## src/rtl/xbus_pkg.sv

```systemverilog
package xbus_pkg;
  localparam int XB_AW = 16;
  localparam int XB_DW = 8;

  typedef enum logic [1:0] {
    K_FETCH = 2'd0,
    K_READ  = 2'd1,
    K_WRITE = 2'd2
  } kind_e;

  typedef struct packed {
    kind_e             kind;
    logic              wide;
    logic [XB_AW-1:0]  addr;
    logic [XB_DW-1:0]  wdata;
    logic [XB_DW-1:0]  hi_reg;
    logic              int_en;
    logic              quiet;
  } xreq_t;
endpackage

```

## src/rtl/xbus_rst_qual.sv

```systemverilog
module xbus_rst_qual #(
  parameter int HOLD = 24
) (
  input  logic clk,
  input  logic rst_n,
  input  logic rst_req,
  output logic core_rst
);
  localparam int RW = $clog2(HOLD + 1);
  localparam logic [RW-1:0] FULL = RW'(HOLD);

  logic [RW-1:0] cnt_q, cnt_d;

  always_comb begin
    if (!rst_req)          cnt_d = '0;
    else if (cnt_q == FULL) cnt_d = FULL;
    else                   cnt_d = cnt_q + 1'b1;
  end

  always_ff @(posedge clk or negedge rst_n) begin
    if (!rst_n) cnt_q <= '0;
    else        cnt_q <= cnt_d;
  end

  assign core_rst = (cnt_q == FULL);
endmodule

```

## src/rtl/xbus_timebase.sv

```systemverilog
module xbus_timebase
  import xbus_pkg::*;
#(
  parameter int CYC_LEN = 12
) (
  input  logic                       clk,
  input  logic                       rst_n,
  input  logic                       core_rst,
  input  xreq_t                      req_in,
  output logic [$clog2(CYC_LEN)-1:0] cnt,
  output xreq_t                      cur,
  output logic                       run,
  output logic                       req_take
);
  localparam int CW = $clog2(CYC_LEN);
  localparam logic [CW-1:0] LAST = CW'(CYC_LEN - 1);

  logic [CW-1:0] cnt_q, cnt_d;
  xreq_t         cur_q, cur_d;
  logic          act_q, act_d;
  logic          wrap;

  assign wrap = (cnt_q == LAST);

  always_comb begin
    cnt_d = cnt_q;
    cur_d = cur_q;
    act_d = act_q;
    if (core_rst) begin
      cnt_d = LAST;
      act_d = 1'b0;
    end else if (wrap) begin
      cnt_d = '0;
      act_d = 1'b1;
      cur_d = req_in;
    end else begin
      cnt_d = cnt_q + 1'b1;
    end
  end

  always_ff @(posedge clk or negedge rst_n) begin
    if (!rst_n) begin
      cnt_q <= LAST;
      act_q <= 1'b0;
      cur_q <= '0;
    end else begin
      cnt_q <= cnt_d;
      act_q <= act_d;
      cur_q <= cur_d;
    end
  end

  assign cnt      = cnt_q;
  assign cur      = cur_q;
  assign run      = act_q && !core_rst;
  assign req_take = wrap && !core_rst && rst_n;
endmodule

```

## src/rtl/xbus_lane.sv

```systemverilog
module xbus_lane
  import xbus_pkg::*;
#(
  parameter int                CYC_LEN  = 12,
  parameter logic [XB_AW-1:0]  INT_LAST = 16'h0FFF
) (
  input  logic                       clk,
  input  logic                       rst_n,
  input  logic [$clog2(CYC_LEN)-1:0] cnt,
  input  xreq_t                      cur,
  input  logic                       run,
  input  logic [XB_DW-1:0]           ad_in,
  output logic                       addr_latch,
  output logic                       code_rd_n,
  output logic                       data_rd_n,
  output logic                       data_wr_n,
  output logic [XB_DW-1:0]           ad_out,
  output logic                       ad_oe,
  output logic [XB_DW-1:0]           hi_addr,
  output logic [XB_DW-1:0]           bus_byte,
  output logic                       bus_byte_vld
);
  localparam int CW = $clog2(CYC_LEN);
  localparam logic [CW-1:0] C_HALF  = CW'(CYC_LEN / 2);
  localparam logic [CW-1:0] C_HALF1 = CW'(CYC_LEN / 2 + 1);
  localparam logic [CW-1:0] C_HEND  = CW'(CYC_LEN / 2 - 1);
  localparam logic [CW-1:0] C_STB0  = CW'(3);
  localparam logic [CW-1:0] C_HSTB0 = CW'(CYC_LEN / 2 + 3);
  localparam logic [CW-1:0] C_LAST  = CW'(CYC_LEN - 1);
  localparam logic [CW-1:0] C_DEND  = CW'(CYC_LEN - 3);
  localparam logic [CW-1:0] C_WEND  = CW'(CYC_LEN - 2);
  localparam logic [CW-1:0] C_ONE   = CW'(1);
  localparam logic [CW-1:0] C_TWO   = CW'(2);

  logic              second, is_fetch, is_rd, is_wr, fetch_ext;
  logic              addr_win, addr_drv, wr_drv, cap;
  logic [XB_AW-1:0]  half_addr;
  logic [XB_DW-1:0]  byte_q, byte_d;
  logic              vld_q;

  assign second    = (cnt >= C_HALF);
  assign half_addr = second ? (cur.addr + 16'd1) : cur.addr;
  assign is_fetch  = (cur.kind == K_FETCH);
  assign is_rd     = (cur.kind == K_READ);
  assign is_wr     = (cur.kind == K_WRITE);
  assign fetch_ext = !cur.int_en || (half_addr > INT_LAST);
  assign addr_win  = (cnt <= C_ONE) || (cnt == C_HALF) || (cnt == C_HALF1);

  always_comb begin
    addr_latch = 1'b0;
    if (run) begin
      if (is_fetch) addr_latch = !cur.quiet && addr_win;
      else          addr_latch = (cnt <= C_ONE);
    end
  end

  assign code_rd_n = !(run && is_fetch && fetch_ext &&
                       (((cnt >= C_STB0) && (cnt <= C_HEND)) || (cnt >= C_HSTB0)));
  assign data_rd_n = !(run && is_rd && (cnt >= C_STB0) && (cnt <= C_DEND));
  assign data_wr_n = !(run && is_wr && (cnt >= C_STB0) && (cnt <= C_DEND));

  assign addr_drv = run && ((is_fetch && fetch_ext && addr_win) ||
                            (!is_fetch && (cnt <= C_ONE)));
  assign wr_drv   = run && is_wr && (cnt >= C_TWO) && (cnt <= C_WEND);

  always_comb begin
    ad_oe  = addr_drv || wr_drv;
    ad_out = '0;
    if (addr_drv)    ad_out = half_addr[XB_DW-1:0];
    else if (wr_drv) ad_out = cur.wdata;
  end

  always_comb begin
    hi_addr = '0;
    if (run) begin
      if (is_fetch) hi_addr = fetch_ext ? half_addr[XB_AW-1:XB_DW] : cur.hi_reg;
      else          hi_addr = cur.wide ? cur.addr[XB_AW-1:XB_DW] : cur.hi_reg;
    end
  end

  assign cap = run && ((is_fetch && fetch_ext && ((cnt == C_HEND) || (cnt == C_LAST))) ||
                       (is_rd && (cnt == C_DEND)));

  always_comb begin
    byte_d = byte_q;
    if (cap) byte_d = ad_in;
  end

  always_ff @(posedge clk or negedge rst_n) begin
    if (!rst_n) begin
      byte_q <= '0;
      vld_q  <= 1'b0;
    end else begin
      byte_q <= byte_d;
      vld_q  <= cap;
    end
  end

  assign bus_byte     = byte_q;
  assign bus_byte_vld = vld_q;
endmodule

```

## src/rtl/xbus_seq.sv

```systemverilog
module xbus_seq
  import xbus_pkg::*;
#(
  parameter int          CYC_LEN       = 12,
  parameter int          RST_MCYC      = 2,
  parameter logic [15:0] INT_CODE_LAST = 16'h0FFF
) (
  input  logic        clk,
  input  logic        arst_n,
  input  logic        rst_req,
  input  logic        int_code_en,
  input  logic        latch_quiet,
  input  logic [7:0]  hi_port_reg,
  input  logic [1:0]  req_kind,
  input  logic        req_wide,
  input  logic [15:0] req_addr,
  input  logic [7:0]  req_wdata,
  input  logic [7:0]  ad_in,
  output logic        req_take,
  output logic        core_rst,
  output logic        addr_latch,
  output logic        code_rd_n,
  output logic        data_rd_n,
  output logic        data_wr_n,
  output logic [7:0]  ad_out,
  output logic        ad_oe,
  output logic [7:0]  hi_addr,
  output logic [7:0]  bus_byte,
  output logic        bus_byte_vld
);
  localparam int HOLD = RST_MCYC * CYC_LEN;
  localparam int CW   = $clog2(CYC_LEN);

  logic [1:0]    sync_q;
  logic          rst_n_s;
  xreq_t         req_in, cur;
  logic [CW-1:0] cnt;
  logic          run;

  always_ff @(posedge clk or negedge arst_n) begin
    if (!arst_n) sync_q <= 2'b00;
    else         sync_q <= {sync_q[0], 1'b1};
  end
  assign rst_n_s = sync_q[1];

  always_comb begin
    req_in.kind   = (req_kind == 2'd3) ? K_FETCH : kind_e'(req_kind);
    req_in.wide   = req_wide;
    req_in.addr   = req_addr;
    req_in.wdata  = req_wdata;
    req_in.hi_reg = hi_port_reg;
    req_in.int_en = int_code_en;
    req_in.quiet  = latch_quiet;
  end

  xbus_rst_qual #(.HOLD(HOLD)) u_rq (
    .clk(clk), .rst_n(rst_n_s), .rst_req(rst_req), .core_rst(core_rst)
  );

  xbus_timebase #(.CYC_LEN(CYC_LEN)) u_tb (
    .clk(clk), .rst_n(rst_n_s), .core_rst(core_rst), .req_in(req_in),
    .cnt(cnt), .cur(cur), .run(run), .req_take(req_take)
  );

  xbus_lane #(.CYC_LEN(CYC_LEN), .INT_LAST(INT_CODE_LAST)) u_ln (
    .clk(clk), .rst_n(rst_n_s), .cnt(cnt), .cur(cur), .run(run), .ad_in(ad_in),
    .addr_latch(addr_latch), .code_rd_n(code_rd_n), .data_rd_n(data_rd_n),
    .data_wr_n(data_wr_n), .ad_out(ad_out), .ad_oe(ad_oe), .hi_addr(hi_addr),
    .bus_byte(bus_byte), .bus_byte_vld(bus_byte_vld)
  );
endmodule

```

## config.mk

```make
export PLATFORM = sky130hd
export DESIGN_NAME = xbus_seq
export DESIGN_NICKNAME = d
export VERILOG_FILES = /design/src/rtl/xbus_pkg.sv /design/src/rtl/xbus_rst_qual.sv /design/src/rtl/xbus_timebase.sv /design/src/rtl/xbus_lane.sv /design/src/rtl/xbus_seq.sv
export SDC_FILE = /design/constraint.sdc
export NUM_CORES = 1
export LEC_CHECK = 0
export BUFFER_PORTS_ARGS = -buffer_cell sky130_fd_sc_hd__buf_2
export CORE_MARGIN = 2
export CORE_UTILIZATION = 54
export DETAILED_ROUTE_END_ITERATION = 7
export GPL_ROUTABILITY_DRIVEN = 0
export PLACE_DENSITY = 0.81
export SLEW_MARGIN = 10
export SYNTH_ARGS = -nofsm -noshare
export SYNTH_HDL_FRONTEND = slang
export SYNTH_SLANG_ARGS = --single-unit
export TNS_END_PERCENT = 20
```

## constraint.sdc

```tcl
create_clock -name clk -period 3.75 [get_ports clk]
set_input_delay 0.375 -clock clk [delete_from_list [all_inputs] [get_ports clk]]
set_output_delay 0.375 -clock clk [all_outputs]
set_load 0.01 [all_outputs]
```

==> metrics.yaml <==
vdd_drop_max_uv: 282
grt_pass1_wl_um: 12400
htree_levels: 3
min_period_ns: 3.63
r2r-start: "u_rq.cnt_q[0]$_DFF_PN0_"
synth_cell_types: 52
cap_violations: 0
p_per_area_nw_per_um2: 353
drive_gt1_frac: 0.368
chipHeight_um: 81.9
p_leak_nw: 1.78
ys_ff_latch: 58
nFillCells: 476
yosys.area.top_type: "dfrtp_1"
clock_skew_ns: 0.0101
yosysTopAreaCellShare: 0.420
synth_edf_count: 0
via_per_inst: 5.85
core_um2: 5890
yosys_warnings: 0
vias: 2827
worstMarginPinSlew_ns: 0.756
outcome: "finished clean"
holdPathEnd: "u_ln.bus_byte[6]$_DFFE_PN0P_"
syn_area_per_cell_um2: 10.1
initial_core_util: 0.557
cts_root_buf: "clkbuf_8"
r2r_cells: 8
r2r-end: "u_ln.bus_byte[7]$_DFFE_PN0P_"
p_total_w: 0.00139
synth_seq_area_share: 0.444
wire_per_inst_um: 16.3
grt_max_degree: 57
synth_nets: 379
grt.overflow.total: 0
rows: 28
arrival_ns: 3.26
fin_crit_sh: 0.969
ioPinCount: 80
max_stage_delay_ns: 0.60
detailed_place_hpwl_um: 5540
drcViolationCount: 0
path_cells: "inv_1 > ha_1 > o21a_1 > o211ai_1 > o311a_1 > o211ai_1 > buf_4 > a211oi_4 > o21ai_0 > buf_2"
tns_ns: 0
slew_headroom: 0.494
die_x_um: 81.9
io_buffer_count: 79
dp_slack_ns: 0.531
cts_made_buffers: 9
crit_top_cell: "o211ai_1"
num_antenna_cells: 0
max_freq_mhz: 275
postLayoutCellArea_um2: 3950
hp-class: "in -> reg"
syn_to_final_growth_pct: 20.6
rsz0062_at_grt: "true"
finalHoldViolCount: 0
slew_violations: 0
grt_pass1_vias: 2712
critical_path_required_ns: 3.38
routed_wl_um: 7870
synthFlopType: "dfrtp_1"
drtPass1Iterations: 6
r2r_slack_ns: 0.76
finalCoreUtilization: 0.671
setup_slack_ns: 0.116
syn_area_um2: 3280
placed_area_um2: 3720
num-nets-final: 459
die-area_um2: 6710
grt_util_all_layers: 0.245
clk_pin_slew_ns: 0.06
start_kind: "flip-flop"
critical-path-slowest-cell: "dfstp_2"
synthTopCellsByArea: "dfrtp_1, mux2_2, o21ai_0, nand2_1, xnor2_1"
antenna_found_initial: 0
cts_tree: "done"
initialDrtViolationCount: 233
ant_nets: 0
netlist_instances: 324
finalSetupViolCount: 0
async_flop_share: 1.00
cts.sinks: 58
hp-start: "ad_in[6]"
worstHoldPathCells: 2
path_max_fanout: 7
end_kind: "primary output"
crit_type: "reg -> out"
clk_path_buf_depth: 2
clkLatencyLatePin_ns: 0.35
what timing repair did:
item	CTS	global route
buffers inserted	0	2
hold buffers	1	0
setup endpoints to repair	0	8
hold endpoints to repair	2	0
gates resized for setup	0	5
flip-flops by register name (all words and copies together), names as in the netlist:
signal,cells
u_rq.cnt_q,5
u_tb.act_q,1
u_tb.cur,37
u_tb.cnt,4
sync_q,2
u_ln.bus_byte,8
u_ln.bus_byte_vld,1
placed cells by master, fill, tap and decap left out, types with 6 or more instances in the layout:
cell type	n
a21oi_1	13
and2_1	6
buf_2	79
clkbuf_8	11
dfrtp_1	54
ha_1	7
inv_1	13
mux2_2	37
mux2i_1	9
nand2_1	27
nand3_1	11
nor2_1	22
nor3_1	8
o21ai_0	21
xnor2_1	11
power by group:
part	leakage, nW	switching, W	internal (W)
sequential	0.685	0.0000333	0.000662
clock	0.0920	0.000238	0.000268
combinational	1.01	0.0000989	0.0000931
Yosys cell counts (3+ instances only):
cell	n
o21ai_0	21
dfstp_2	3
nor3_1	8
mux2_2	37
nand2_1	27
nor4_1	5
o31ai_1	5
a21oi_1	13
ha_1	7
nand4_1	4
dfrtp_1	55
clkbuf_1	11
inv_1	13
xor2_1	5
and3_1	4
xnor2_1	11
buf_1	3
a211oi_1	5
mux2i_1	9
and2_1	6
nor2_1	22
nand3_1	11
a311oi_1	3
through the flow:
stage / hold slack (ns) / instances
3_5_place_dp: 0.162 / 465
6_report: 0.251 / 483
5_1_grt: 0.247 / 483
3_3_place_gp: 0.161 / 465
4_1_cts: 0.243 / 481
2_1_floorplan: 0.0794 / 324
logic make-up after synthesis:
kind of cell / synth area share
AOI/OAI and AO/OA: 0.137
and+or+nand+nor: 0.150
xor gates and xnor gates: 0.0428
buffers and inverters: 0.0359
DFF: 0.444
muxes: 0.162
adders and majority gates: 0.0267
other: 0.00114
final cells by class:
class	instances	area, um2	area share
well taps	75	93.8	0.0237
inverters	13	48.8	0.0123
clock buffers	12	155	0.0393
repair buffers	85	443	0.112
flip-flops and latches	58	1460	0.369
multi-input cells	237	1740	0.440
clock inverters	3	15.0	0.00380
per-layer routing:
layer | part of all wire | wire (um) | track usage | vias up
li1 | - | - | - | 1327
met1 | 0.41 | 3270 | 0.298 | 1369
met2 | 0.49 | 3880 | 0.406 | 105
met3 | 0.068 | 536 | 0.0736 | 26
met4 | 0.025 | 195 | 0.102 | 0
met5 | 0 | 0 | 0 | -
worst max-delay path by stage:
| stage | start | endpoint | cells past startpoint |
|---|---|---|---|
| final | u_tb.cnt[0]$_DFF_PN1_ | ad_out[2] | 10 |
| after global routing | u_tb.cnt[0]$_DFF_PN1_ | ad_out[0] | 10 |
| after CTS | u_tb.cnt[1]$_DFF_PN1_ | ad_out[2] | 8 |
| after detailed placement | u_tb.cnt[1]$_DFF_PN1_ | ad_out[2] | 8 |
| after global placement | u_tb.cnt[1]$_DFF_PN1_ | ad_out[3] | 8 |
| after floorplan | u_tb.cnt[0]$_DFF_PN1_ | ad_out[3] | 8 |
critical path: cells and delay by family (launching register included):
| family | cells | cell delay [ns] |
|---|---|---|
| buffers and inverters | 3 | 0.43 |
| AO/OA/AOI/OAI | 6 | 1.68 |
| flip-flops | 1 | 0.60 |
| adder cells (fa/ha/maj) | 1 | 0.21 |
(Power assumes the default switching activity.)
